$ cat config.mk
export PLATFORM = sky130hd
export DESIGN_NAME = eicu_top
export DESIGN_NICKNAME = d
export VERILOG_FILES = /design/src/rtl/eicu_pkg.sv /design/src/rtl/eicu_sync.sv /design/src/rtl/eicu_line.sv /design/src/rtl/eicu_regs.sv /design/src/rtl/eicu_top.sv
export SDC_FILE = /design/constraint.sdc
export NUM_CORES = 1
export LEC_CHECK = 0
export BUFFER_PORTS_ARGS = -buffer_cell sky130_fd_sc_hd__buf_2
export CAP_MARGIN = 25
export CORE_ASPECT_RATIO = 0.6
export CORE_UTILIZATION = 54
export CTS_CLUSTER_DIAMETER = 150
export CTS_CLUSTER_SIZE = 30
export DETAILED_ROUTE_END_ITERATION = 12
export GPL_TIMING_DRIVEN = 0
export PLACE_DENSITY_LB_ADDON = 0.3
export SLEW_MARGIN = 40
export SYNTH_ARGS = -nofsm -noshare
export SYNTH_HDL_FRONTEND = slang
export SYNTH_HIERARCHICAL = 1
export SYNTH_SLANG_ARGS = --single-unit
$ cat constraint.sdc
create_clock -name clk -period 1.4 [get_ports clk]
set_input_delay 0.14 -clock clk [delete_from_list [all_inputs] [get_ports clk]]
set_output_delay 0.14 -clock clk [all_outputs]
set_load 0.05 [all_outputs]
$ cat src/rtl/eicu_pkg.sv
package eicu_pkg;

  // Word indices of the register offsets (byte offset / 4)
  localparam int unsigned WI_MASK   = 0;
  localparam int unsigned WI_SRCSEL = 1;
  localparam int unsigned WI_MSTAT  = 2;
  localparam int unsigned WI_RAW    = 3;
  localparam int unsigned WI_CLR    = 4;
  localparam int unsigned WI_POL    = 5;
  localparam int unsigned WI_EDGE   = 6;
  localparam int unsigned WI_SOFT   = 7;
  localparam int unsigned WI_COUNT  = 8;

  // Edge event for one line: a transition in the direction named by polarity
  function automatic logic edge_event(input logic pol, input logic cur, input logic prev);
    return pol ? (cur & ~prev) : (~cur & prev);
  endfunction

  // Raw request for one line before masking
  function automatic logic raw_request(input logic edge_sel, input logic pol,
                                       input logic lvl, input logic held);
    return edge_sel ? held : (pol ? lvl : ~lvl);
  endfunction

  // Next state of the held edge request: a new event beats a clear
  function automatic logic next_held(input logic held, input logic clr, input logic set);
    return (held & ~clr) | set;
  endfunction

endpackage

$ cat src/rtl/eicu_sync.sv
module eicu_sync #(
  parameter int unsigned N_LINES = 32,
  parameter int unsigned STAGES  = 2
) (
  input  logic               clk,
  input  logic               rst_n,
  input  logic [N_LINES-1:0] async_i,
  output logic [N_LINES-1:0] sync_o
);

  logic [N_LINES-1:0] stg_q [STAGES];

  always_ff @(posedge clk or negedge rst_n) begin
    if (!rst_n) stg_q[0] <= '0;
    else        stg_q[0] <= async_i;
  end

  for (genvar s = 1; s < STAGES; s++) begin : g_stage
    always_ff @(posedge clk or negedge rst_n) begin
      if (!rst_n) stg_q[s] <= '0;
      else        stg_q[s] <= stg_q[s-1];
    end
  end

  assign sync_o = stg_q[STAGES-1];

endmodule

$ cat src/rtl/eicu_line.sv
module eicu_line
  import eicu_pkg::*;
(
  input  logic clk,
  input  logic rst_n,
  input  logic lvl_i,
  input  logic pol_i,
  input  logic edge_sel_i,
  input  logic mask_i,
  input  logic clr_i,
  output logic raw_o,
  output logic masked_o
);

  logic prev_q;
  logic held_q;
  logic evt_w;
  logic set_w;

  assign evt_w = edge_event(pol_i, lvl_i, prev_q);
  assign set_w = edge_sel_i & evt_w;

  always_ff @(posedge clk or negedge rst_n) begin
    if (!rst_n) begin
      prev_q <= 1'b0;
      held_q <= 1'b0;
    end else begin
      prev_q <= lvl_i;
      held_q <= next_held(held_q, clr_i, set_w);
    end
  end

  assign raw_o    = raw_request(edge_sel_i, pol_i, lvl_i, held_q);
  assign masked_o = raw_o & ~mask_i;


  edge_latch_chk: assert property (@(posedge clk) disable iff (!rst_n)
    set_w |=> held_q);


  clear_drop_chk: assert property (@(posedge clk) disable iff (!rst_n)
    (clr_i && !set_w) |=> !held_q);


  held_sticky_chk: assert property (@(posedge clk) disable iff (!rst_n)
    (held_q && !clr_i) |=> held_q);

endmodule

$ cat src/rtl/eicu_regs.sv
module eicu_regs
  import eicu_pkg::*;
#(
  parameter int unsigned N_LINES = 32,
  parameter int unsigned ADDR_W  = 6
) (
  input  logic               clk,
  input  logic               rst_n,
  input  logic               bus_req_i,
  input  logic               bus_we_i,
  input  logic [ADDR_W-1:0]  bus_addr_i,
  input  logic [N_LINES-1:0] bus_wdata_i,
  output logic [N_LINES-1:0] bus_rdata_o,
  output logic               bus_rvalid_o,
  input  logic [N_LINES-1:0] raw_i,
  input  logic [N_LINES-1:0] masked_i,
  output logic [N_LINES-1:0] mask_o,
  output logic [N_LINES-1:0] pol_o,
  output logic [N_LINES-1:0] edge_o,
  output logic [N_LINES-1:0] clr_o
);

  localparam int unsigned IDX_W = ADDR_W - 2;

  logic [IDX_W-1:0]   idx_w;
  logic               aligned_w;
  logic               mapped_w;
  logic               wr_w;
  logic               rd_w;
  logic [N_LINES-1:0] rmux_w;

  logic [N_LINES-1:0] mask_q, srcsel_q, pol_q, edge_q, soft_q;
  logic [N_LINES-1:0] rdata_q;
  logic               rvalid_q;

  assign idx_w     = bus_addr_i[ADDR_W-1:2];
  assign aligned_w = (bus_addr_i[1:0] == 2'b00);
  assign mapped_w  = aligned_w && (idx_w < IDX_W'(WI_COUNT));
  assign wr_w      = bus_req_i &  bus_we_i & mapped_w;
  assign rd_w      = bus_req_i & ~bus_we_i;

  always_ff @(posedge clk or negedge rst_n) begin
    if (!rst_n) begin
      mask_q   <= '1;
      srcsel_q <= '0;
      pol_q    <= '0;
      edge_q   <= '0;
      soft_q   <= '0;
    end else if (wr_w) begin
      case (idx_w)
        IDX_W'(WI_MASK):   mask_q   <= bus_wdata_i;
        IDX_W'(WI_SRCSEL): srcsel_q <= bus_wdata_i;
        IDX_W'(WI_POL):    pol_q    <= bus_wdata_i;
        IDX_W'(WI_EDGE):   edge_q   <= bus_wdata_i;
        IDX_W'(WI_SOFT):   soft_q   <= bus_wdata_i;
        default: ;
      endcase
    end
  end

  assign clr_o = (wr_w && idx_w == IDX_W'(WI_CLR)) ? bus_wdata_i : '0;

  always_comb begin
    rmux_w = '0;
    if (mapped_w) begin
      case (idx_w)
        IDX_W'(WI_MASK):   rmux_w = mask_q;
        IDX_W'(WI_SRCSEL): rmux_w = srcsel_q;
        IDX_W'(WI_MSTAT):  rmux_w = masked_i;
        IDX_W'(WI_RAW):    rmux_w = raw_i;
        IDX_W'(WI_POL):    rmux_w = pol_q;
        IDX_W'(WI_EDGE):   rmux_w = edge_q;
        IDX_W'(WI_SOFT):   rmux_w = soft_q;
        default:           rmux_w = '0;
      endcase
    end
  end

  always_ff @(posedge clk or negedge rst_n) begin
    if (!rst_n) begin
      rdata_q  <= '0;
      rvalid_q <= 1'b0;
    end else begin
      rvalid_q <= rd_w;
      if (rd_w) rdata_q <= rmux_w;
    end
  end

  assign bus_rdata_o  = rdata_q;
  assign bus_rvalid_o = rvalid_q;
  assign mask_o       = mask_q;
  assign pol_o        = pol_q;
  assign edge_o       = edge_q;


  rvalid_follow_chk: assert property (@(posedge clk) disable iff (!rst_n)
    rd_w |=> bus_rvalid_o);


  rvalid_idle_chk: assert property (@(posedge clk) disable iff (!rst_n)
    !rd_w |=> !bus_rvalid_o);


  clr_read_zero_chk: assert property (@(posedge clk) disable iff (!rst_n)
    (rd_w && aligned_w && idx_w == IDX_W'(WI_CLR)) |=> (bus_rdata_o == '0));

endmodule

$ cat src/rtl/eicu_top.sv
module eicu_top
  import eicu_pkg::*;
#(
  parameter int unsigned N_LINES     = 32,
  parameter int unsigned ADDR_W      = 6,
  parameter int unsigned SYNC_STAGES = 2
) (
  input  logic               clk,
  input  logic               rst_n,
  input  logic [N_LINES-1:0] ext_irq_i,
  input  logic               bus_req_i,
  input  logic               bus_we_i,
  input  logic [ADDR_W-1:0]  bus_addr_i,
  input  logic [N_LINES-1:0] bus_wdata_i,
  output logic [N_LINES-1:0] bus_rdata_o,
  output logic               bus_rvalid_o,
  output logic [N_LINES-1:0] irq_o
);

  localparam logic [ADDR_W-1:0] MASK_ADDR = ADDR_W'(WI_MASK * 4);

  logic [N_LINES-1:0] lvl_w;
  logic [N_LINES-1:0] raw_w;
  logic [N_LINES-1:0] masked_w;
  logic [N_LINES-1:0] mask_w, pol_w, edge_w, clr_w;
  logic               mask_wr_w;

  eicu_sync #(.N_LINES(N_LINES), .STAGES(SYNC_STAGES)) u_sync (
    .clk     (clk),
    .rst_n   (rst_n),
    .async_i (ext_irq_i),
    .sync_o  (lvl_w)
  );

  for (genvar i = 0; i < N_LINES; i++) begin : g_line
    eicu_line u_line (
      .clk        (clk),
      .rst_n      (rst_n),
      .lvl_i      (lvl_w[i]),
      .pol_i      (pol_w[i]),
      .edge_sel_i (edge_w[i]),
      .mask_i     (mask_w[i]),
      .clr_i      (clr_w[i]),
      .raw_o      (raw_w[i]),
      .masked_o   (masked_w[i])
    );
  end

  eicu_regs #(.N_LINES(N_LINES), .ADDR_W(ADDR_W)) u_regs (
    .clk          (clk),
    .rst_n        (rst_n),
    .bus_req_i    (bus_req_i),
    .bus_we_i     (bus_we_i),
    .bus_addr_i   (bus_addr_i),
    .bus_wdata_i  (bus_wdata_i),
    .bus_rdata_o  (bus_rdata_o),
    .bus_rvalid_o (bus_rvalid_o),
    .raw_i        (raw_w),
    .masked_i     (masked_w),
    .mask_o       (mask_w),
    .pol_o        (pol_w),
    .edge_o       (edge_w),
    .clr_o        (clr_w)
  );

  assign irq_o = masked_w;

  assign mask_wr_w = bus_req_i && bus_we_i && (bus_addr_i == MASK_ADDR);


  mask_block_chk: assert property (@(posedge clk) disable iff (!rst_n)
    mask_wr_w |=> ((irq_o & $past(bus_wdata_i)) == '0));

endmodule

==> impl_metrics.tcl, run 1 <==
set metrics [dict create \
    vias_per_cell 6.06 \
    status "finished, violations left" \
    grt_pass1_wl_microns 64300 \
    syn_avg_cell_area_sq_um 12.7 \
    numCtsBuffers 14 \
    tns_ns -13.06 \
    final-hold-violation-count 142 \
    met3_length_microns 3410 \
    drc 0 \
    grt_antenna_before_repair 2 \
    synth_edf_count 0 \
    cts_htree_levels 1 \
    grt_setup_unrepaired "true" \
    top_layer_used "met4" \
    cts_tree "built" \
    cts_hold_buf 64 \
    cp-startpoint "u_regs/edge_o[12]" \
    wl_met2_microns 19300 \
    multi_input_area_sq_um 7040 \
    ff2ff_setup_slack_ns -0.24 \
    root_buffer "clkbuf_16" \
    max_stage_delay_ns 0.45 \
    internal_power_w 0.0146 \
    worstMarginPinSlew_ns 0.841 \
    synth_top_area_cell "dfrtp_1" \
    dr.pass1.iters 8 \
    yosysUniqueCellTypes 43 \
    slowest_stage "dfrtp_2" \
    drt-met1-wl_microns 18200 \
    swShare_pct 30.2 \
    dp_cells 1647 \
    syn_nets 1219 \
    min_path_type "in2async" \
    hpwl_microns 25000 \
    synthToLayoutAreaGrowth_pct 33.7 \
    cp.required_ns 1.26 \
    r2r-start "u_sync/sync_o[30]" \
    clock_skew_ns 0.0119 \
    drive_gt1_share_pct 49.8 \
    leakage_nw 8.88 \
    grt_max_degree 73 \
    fp.coreArea_sq_um 26500 \
    critical_path_depth 3 \
    wirelength_microns 42100 \
    synth_area_leaders "dfrtp_1 50%, mux2_2 9.9%, dfstp_2 5.8%" \
    switchingPower_w 0.00632 \
    yosys_register_bits 321 \
    end_kind "output pin" \
    max_freq_mhz 585 \
    endpoint "irq_o[12]" \
    r2r_end "u_regs/bus_rdata_o[30]" \
    clock_path_buffers 3 \
    ir_drop_mv 0.845 \
    path_max_fanout 4 \
    wl_per_cell_microns 22.4 \
    max_slew_margin_pct 43.9 \
    worstSkewPairLatency_ns 0.52 \
    min_period_ns 1.71 \
    synth_most_common_cell "dfrtp_1" \
    slew_viol_final 0 \
    port_buffers 137 \
    p_seq_share_pct 50.2 \
    clkSlewWorstSetupHoldPaths_ns 0.11 \
    synth_cells 1145 \
    fin_cells 1876 \
    utilization_pct 73.5 \
    synthTopCellsByCount "289 x dfrtp_1, 128 x mux2_2, 68 x nand2_1, 63 x mux2i_1, 63 x o22ai_1" \
    initial_core_util_pct 55.0 \
    start_kind "register" \
    nFillCells 1723 \
    ys_warn_count 6 \
    gp_congestion 0.860 \
    criticalPathCategory "reg2out" \
    nets 1582 \
    cts.sinks 321 \
    r2r_cells 7 \
    setup_viol 64 \
    maxCapViolCount 0 \
    syn-cell-area_sq_um 14600 \
    regArea_sq_um 8170 \
    fin_ws_ns -0.310 \
    yosysTopAreaCellShare_pct 49.7 \
    drtAntennaViolNets 0 \
    cp_top_family "flip-flops" \
    seq_area_frac_synth_pct 55.4 \
    cp_num_buf_inv 1 \
    dieArea_sq_um 27700 \
    die_w_microns 214 \
    p_per_area_nw_per_um2 1070 \
    cp.arrival_ns 1.57 \
    ys.flop_type "dfrtp_1" \
    drt-initial-drc-count 1036 \
    grt_usage_pct 30.0 \
    grt_pass1_vias 11300 \
    synthArstFlopShare_pct 100 \
    num_io_pins 139 \
    rows 46 \
    vias 11400 \
    p_comb_share_pct 25.9 \
    overflow 0 \
    path_cells "or2_4 -> o22ai_4 -> buf_6" \
    clkPwrFrac_pct 23.8 \
    violations "negative hold slack, negative setup slack" \
    post-route-period-util_pct 122 \
    fin_worst_hold_slack_ns -0.490 \
    die_h_microns 129 \
]
final cells by class:
| cell class | count | area share, % |
|---|---|---|
| flip-flops and latches | 321 | 42.0 |
| multi-input cells | 733 | 36.2 |
| repair buffers | 378 | 15.7 |
| well taps | 360 | 2.31 |
| clock buffers | 21 | 2.04 |
| plain buffers | 59 | 1.73 |
| clock inverters | 1 | 0.0578 |
| diodes | 2 | 0.0257 |
| inverters | 1 | 0.0193 |
cells in the final DEF (no fill, tap or decap), drive strengths merged, types with 2 or more instances in the layout:
| cell type | n |
|---|---|
| a22oi | 31 |
| nand2 | 69 |
| or2 | 32 |
| a21oi | 31 |
| dfrtp | 289 |
| nand3 | 36 |
| nor2b | 2 |
| o21ai | 33 |
| diode | 2 |
| nor2 | 4 |
| nor3b | 2 |
| inv | 2 |
| dfstp | 32 |
| dlygate4sd3 | 64 |
| buf | 342 |
| clkbuf | 52 |
| and3 | 33 |
| xor2 | 32 |
| nand4bb | 33 |
| nand4b | 32 |
| o221ai | 31 |
| nand2b | 34 |
| mux2 | 160 |
| o22ai | 63 |
| or3b | 2 |
| mux2i | 63 |
layer usage:
layer	vias up	GRT usage, %
li1	4908	-
met1	5826	43.2
met2	543	47.2
met3	94	5.09
met4	0	8.93
met5	-	0
power groups by stage:
stage	clock [W]	combinational, W	sequential (W)
floorplan	0	0.00268	0.0106
global placement	0	0.00364	0.0106
detailed placement	0	0.00377	0.0107
CTS	0.00509	0.00507	0.0104
global route	0.00539	0.00572	0.0106
finish	0.00498	0.00542	0.0105
cells by family after synthesis:
kind of cell	after synthesis	synth area share, %
muxes	223	17.5
AOI/OAI and AO/OA	192	8.55
buffers and inverters	91	3.80
xor gates and xnor gates	32	1.92
DFF	321	55.4
and+or+nand+nor	286	12.8
worst min-delay path by stage:
stage                 start                       to  slack, ns  cells after the start
2_1_floorplan         rst_n  g_line[0].u_line/held_q      -0.16                      0
3_3_place_gp   ext_irq_i[2]         u_sync/stg_q[34]       0.25                      1
3_5_place_dp          rst_n         u_sync/stg_q[32]       0.07                      1
4_1_cts               rst_n         u_sync/stg_q[32]      -0.49                      1
5_1_grt               rst_n         u_sync/sync_o[1]      -0.48                      1
6_report              rst_n         u_sync/sync_o[1]      -0.49                      1
what timing repair did:
item,4_1_cts,5_1_grt
endpoints found under the hold margin,334,142
buffers inserted,145,28
endpoints found under the setup margin,96,131
pin swaps,83,45
gates resized for setup,247,64
metrics by stage:
step	hold slack [ns]	area, sq um	setup slack (ns)	total power (W)
2_1_floorplan	-0.156	15100	-0.254	0.0133
3_3_place_gp	0.248	16300	-5.91	0.0143
3_5_place_dp	0.0731	16400	-0.756	0.0144
4_1_cts	-0.486	19100	-0.353	0.0206
5_1_grt	-0.485	19500	-0.360	0.0217
6_report	-0.490	19500	-0.310	0.0209
Note: power is estimated with default switching activity, not from simulation.
==> inputs of run 2 (changes only) <==
--- a/config.mk
+++ b/config.mk
@@ -8,7 +8,7 @@
 export BUFFER_PORTS_ARGS = -buffer_cell sky130_fd_sc_hd__buf_2
 export CAP_MARGIN = 25
 export CORE_ASPECT_RATIO = 0.6
-export CORE_UTILIZATION = 54
+export CORE_UTILIZATION = 30
 export CTS_CLUSTER_DIAMETER = 150
 export CTS_CLUSTER_SIZE = 30
 export DETAILED_ROUTE_END_ITERATION = 12
==> impl_metrics.tcl, run 2 (synthesis results as in run 1) <==
set metrics [dict create \
    wl_per_cell_microns 20.8 \
    drt-initial-drc-count 740 \
    grt_pass1_wl_microns 69100 \
    drc 0 \
    worstMarginPinSlew_ns 0.876 \
    max_stage_delay_ns 0.44 \
    ff2ff_setup_slack_ns -0.22 \
    gp_congestion 0.796 \
    slowest_stage "dfrtp_1" \
    die_h_microns 173 \
    p_total_w 0.0209 \
    final-hold-violation-count 102 \
    clock_path_buffers 3 \
    tns_ns -12.52 \
    fin_worst_hold_slack_ns -0.109 \
    ir_drop_mv 0.680 \
    place_area_sq_um 16800 \
    min_path_type "in2async" \
    fp.coreArea_sq_um 47900 \
    fin_ws_ns -0.348 \
    switchingPower_w 0.00642 \
    end_kind "output pin" \
    maxCapViolCount 0 \
    internal_power_w 0.0145 \
    slew_viol_final 0 \
    clkPwrFrac_pct 24.1 \
    p_comb_share_pct 25.7 \
    die_w_microns 286 \
    grt_setup_unrepaired "true" \
    grt_antenna_before_repair 4 \
    numCtsBuffers 14 \
    setup_viol 64 \
    p_per_area_nw_per_um2 1050 \
    grt_pass1_vias 11200 \
    cts_htree_levels 1 \
    status "finished, violations left" \
    cp.required_ns 1.26 \
    vias 10800 \
    max_slew_margin_pct 41.6 \
    initial_core_util_pct 30.4 \
    cp.arrival_ns 1.61 \
    clock_skew_ns 0.0387 \
    dr.pass1.iters 5 \
    wirelength_microns 44800 \
    overflow 0 \
    grt_usage_pct 18.1 \
    violations "negative hold slack, negative setup slack" \
    path_max_fanout 5 \
    nets 1582 \
    min_period_ns 1.75 \
    final_cell_mix "209 x dfrtp_1, 157 x buf_4, 128 x mux2_2" \
    nFillCells 4462 \
    vias_per_cell 5.02 \
    cts_hold_buf 71 \
    leakage_nw 8.92 \
    fin_area_sq_um 19900 \
    post-route-period-util_pct 125 \
    multi_input_area_sq_um 6980 \
    start_kind "register" \
    swShare_pct 30.7 \
    clkSlewWorstSetupHoldPaths_ns 0.12 \
    grt_max_degree 70 \
    cts_tree "built" \
    drtAntennaViolNets 0 \
    cts.sinks 321 \
    root_buffer "clkbuf_16" \
    port_buffers 137 \
    regArea_sq_um 8170 \
    rows 62 \
    final_common_cell "dfrtp_1" \
    criticalPathCategory "reg2out" \
    p_seq_share_pct 50.1 \
    num_io_pins 139 \
    path_cells "or2_1 -> o22ai_4 -> buf_6" \
    worstSkewPairLatency_ns 0.56 \
    max_freq_mhz 572 \
    synthToLayoutAreaGrowth_pct 36.6 \
    hpwl_microns 28100 \
    drive_gt1_share_pct 49.3 \
    dieArea_sq_um 49500 \
]
[run 2: power by group through the flow]
stage	logic (W)	clock network (W)	registers (W)
finish	0.00537	0.00504	0.0105
global route	0.00572	0.00554	0.0106
CTS	0.00518	0.00528	0.0104
detailed placement	0.00386	0	0.0107
global placement	0.00375	0	0.0106
floorplan	0.00268	0	0.0106
[run 2: worst max-delay path, delay by kind of cell (launching register included)]
family,cells,cell delay (ns)
DFF,1,0.44
and+or+nand+nor,1,0.26
AOI/OAI and AO/OA,1,0.17
buffers and inverters,1,0.19
[run 2: metrics by stage]
step           utilization [%]  instances  setup slack [ns]  hold slack [ns]
2_1_floorplan                -       1145            -0.254           -0.156
4_1_cts                   40.8       2134            -0.361           -0.106
5_1_grt                   41.6       2156            -0.413          -0.0943
6_report                  41.6       2158            -0.348           -0.109
3_3_place_gp              34.7       1922             -6.41            0.249
3_5_place_dp              35.0       1927            -0.896           0.0515
[run 2: worst paths after layout]
kind,start,endpoint,cells past startpoint
worst min register to register,u_sync/stg_q[41],u_sync/sync_o[9],0
worst min-delay path,rst_n,u_regs/bus_rdata_o[2],5
worst max-delay path,u_regs/edge_o[10],irq_o[10],3
max in group asynchronous,rst_n,u_regs/pol_o[1],7
worst max register to register,u_regs/pol_o[30],u_regs/bus_rdata_o[30],7
min in group clk,bus_addr_i[5],u_regs/bus_rdata_o[30],4
[run 2: final cells by class]
class                      instances  share of cell area (%)
tap                              640                    4.02
inverter                           1                  0.0189
antenna                            4                  0.0503
buffer                            60                    1.78
multi-input combinational        733                    35.1
clock buffer                      20                    1.87
sequential                       321                    41.1
clock inverter                     2                   0.138
timing repair buffer             377                    16.0
[run 2: timing repair]
| action | 4_1_cts | 5_1_grt |
|---|---|---|
| gates resized for setup | 254 | 56 |
| setup buffers | 144 | 20 |
| setup endpoints to repair | 98 | 112 |
| hold endpoints to repair | 330 | 77 |
| pin swaps | 82 | 34 |
[run 2: routing by layer]
metal  GRT usage, %  routed length, microns
met1           26.6                   21200
met5              0                       0
met4           5.17                    1230
met3           2.86                    2330
met2           27.6                   20000
==> inputs of run 3 (changes only) <==
--- a/config.mk
+++ b/config.mk
@@ -13,9 +13,9 @@
 export CTS_CLUSTER_SIZE = 30
 export DETAILED_ROUTE_END_ITERATION = 12
 export GPL_TIMING_DRIVEN = 0
+export MAX_ROUTING_LAYER = met4
 export PLACE_DENSITY_LB_ADDON = 0.3
 export SLEW_MARGIN = 40
 export SYNTH_ARGS = -nofsm -noshare
 export SYNTH_HDL_FRONTEND = slang
-export SYNTH_HIERARCHICAL = 1
 export SYNTH_SLANG_ARGS = --single-unit
==> impl_metrics.tcl, run 3 <==
set metrics [dict create \
    ys.flop_type "dfrtp_1" \
    overflow 0 \
    min_path_type "in2reg" \
    grt.busiest_layer "met2" \
    clkSlewWorstSetupHoldPaths_ns 0.12 \
    yosysTopAreaCellShare_pct 51.2 \
    criticalPathCategory "reg2out" \
    root_buffer "clkbuf_16" \
    p_per_area_nw_per_um2 1060 \
    synthTopCellsByCount "289 x dfrtp_1, 162 x mux2_2, 129 x nand2_1, 66 x nor2_1, 61 x mux2_1" \
    ys_warn_count 0 \
    yosys_register_bits 321 \
    maxCapViolCount 0 \
    cts_htree_levels 1 \
    port_buffers 135 \
    use_met3_pct 2.42 \
    grt_usage_pct 17.1 \
    setup_viol 131 \
    dieArea_sq_um 48000 \
    leakage_nw 8.65 \
    slew_viol_final 0 \
    synth_area_leaders "dfrtp_1 51%, mux2_2 13%, dfstp_2 6.0%" \
    drt-initial-drc-count 569 \
    wirelength_microns 40200 \
    met2_usage_pct 25.5 \
    fin_ws_ns -0.513 \
    clock_skew_ns 0.0200 \
    numCtsBuffers 14 \
    wl_per_cell_microns 19.4 \
    grt_max_degree 71 \
    regArea_sq_um 8080 \
    drtAntennaViolNets 0 \
    drc 0 \
    synth_most_common_cell "dfrtp_1" \
    status "finished, violations left" \
    vias 9866 \
    final_common_cell "dfrtp_1" \
    min_period_ns 1.91 \
    drive_gt1_share_pct 43.5 \
    nets 1513 \
    cts.sinks 321 \
    use_met1_pct 24.6 \
    ff2ff_setup_slack_ns -0.21 \
    grt_pass1_vias 9970 \
    synth_top_area_cell "dfrtp_1" \
    post-route-period-util_pct 137 \
    grt_pass1_wl_microns 61000 \
    path_max_fanout 4 \
    synthToLayoutAreaGrowth_pct 33.0 \
    final_cell_mix "286 x dfrtp_1, 129 x nand2_1, 125 x buf_4" \
    initial_core_util_pct 30.4 \
    dp_slack_ns -0.818 \
    vias_per_cell 4.75 \
    seq_area_frac_synth_pct 57.1 \
    nFillCells 4419 \
    syn_avg_cell_area_sq_um 12.8 \
    syn_nets 1179 \
    grt_setup_unrepaired "true" \
    grt_antenna_before_repair 1 \
    cp.required_ns 1.26 \
    cts_tree "built" \
    fp.coreArea_sq_um 46400 \
    die_w_microns 282 \
    start_kind "register" \
    synth_cells 1105 \
    gp_congestion 0.813 \
    fin_worst_hold_slack_ns 0.174 \
    final-hold-violation-count 0 \
    worstMarginPinSlew_ns 0.752 \
    end_kind "output pin" \
    worstSkewPairLatency_ns 0.53 \
    synthArstFlopShare_pct 100 \
    dr.pass1.iters 4 \
    syn-cell-area_sq_um 14100 \
    multi_input_area_sq_um 6050 \
    die_h_microns 170 \
    hpwl_microns 25400 \
    max_slew_margin_pct 49.9 \
    yosysUniqueCellTypes 39 \
    num_io_pins 139 \
    cp.arrival_ns 1.77 \
    clock_path_buffers 3 \
    rows 61 \
    max_freq_mhz 523 \
    violations "negative setup slack" \
    synth_edf_count 0 \
    ir_drop_mv 0.710 \
]
==> run 3: cell types whose count changed after synthesis, moves of 34 or more <==
cell and change:
mux2_2 +34, o22ai_1 -63, nand3_1 -35, nor2_1 +63
mux2_1 +59, nand2_1 +61
==> run 3: critical path, cell delays in order, from the launching register on <==
cell and delay [ns]:
dfrtp_1 0.45, xnor2_1 0.14, mux2i_1 0.25, nor2_1 0.11
buf_4 0.16, buf_6 0.14
==> run 3: through the flow <==
| step | TNS [ns] | util (%) | power, W | std cells | cell area (sq um) |
|---|---|---|---|---|---|
| after floorplan | -22.21 | - | 0.0128 | 1105 | 14500 |
| after global placement | -2049.63 | 34.4 | 0.0138 | 1870 | 15900 |
| after detailed placement | -108.62 | 34.7 | 0.0139 | 1875 | 16100 |
| after CTS | -35.61 | 40.0 | 0.0201 | 2054 | 18600 |
| after global routing | -42.79 | 40.5 | 0.0208 | 2076 | 18800 |
| final | -27.23 | 40.5 | 0.0200 | 2076 | 18800 |
==> run 3: area by class of cell <==
type | instances | area share, %
Antenna cell | 1 | 0.0133
Buffer | 84 | 3.59
Inverter | 1 | 0.0200
Clock buffer | 21 | 2.12
Timing Repair Buffer | 319 | 14.8
Clock inverter | 1 | 0.0599
Tap cell | 630 | 4.19
Multi-Input combinational cell | 698 | 32.2
Sequential cell | 321 | 43.0
==> run 3: worst paths after layout <==
check                      cells after the start        startpoint                     to
setup / recovery                               5  u_sync.sync_o[1]               irq_o[1]
hold / removal                                 3     bus_addr_i[4]  u_regs.bus_rdata_o[1]
setup reg to reg                               6   u_regs.pol_o[0]  u_regs.bus_rdata_o[0]
hold reg to reg                                0  u_sync.stg_q[51]      u_sync.sync_o[19]
max in group asynchronous                      9             rst_n       u_sync.sync_o[0]
min in group asynchronous                      7             rst_n  u_regs.bus_rdata_o[4]
==> run 3: cells by family after synthesis <==
family,Yosys count,share of synthesized area (%)
mux,255,20.0
simple gates,249,7.82
buf+inv,86,4.05
compound gates,162,8.95
flops,321,57.1
xor+xnor,32,1.98
==> run 3: what timing repair did <==
action                                 in CTS  in global routing
gates resized for setup                   181                 28
hold buffers                               70                  1
pin swaps                                 102                 78
endpoints found under the hold margin     295                 67
setup endpoints to repair                  94                286
buffers inserted                           96                 39
cloned                                      0                  2
==> run 3: metal layers <==
layer	share of wire, %	vias to the layer above	routed length [microns]
li1	-	4576	-
met5	0	-	0
met1	50	5071	20200
met2	44	177	17700
met3	3.8	42	1530
met4	2.0	0	808
==> run 3: report_power, final <==
part	leakage, nW	switching (W)	internal, W
Combinational	4.40	0.00205	0.00217
Sequential	4.04	0.000534	0.0101
Clock	0.198	0.00308	0.00204
Total	8.65	0.00567	0.0143
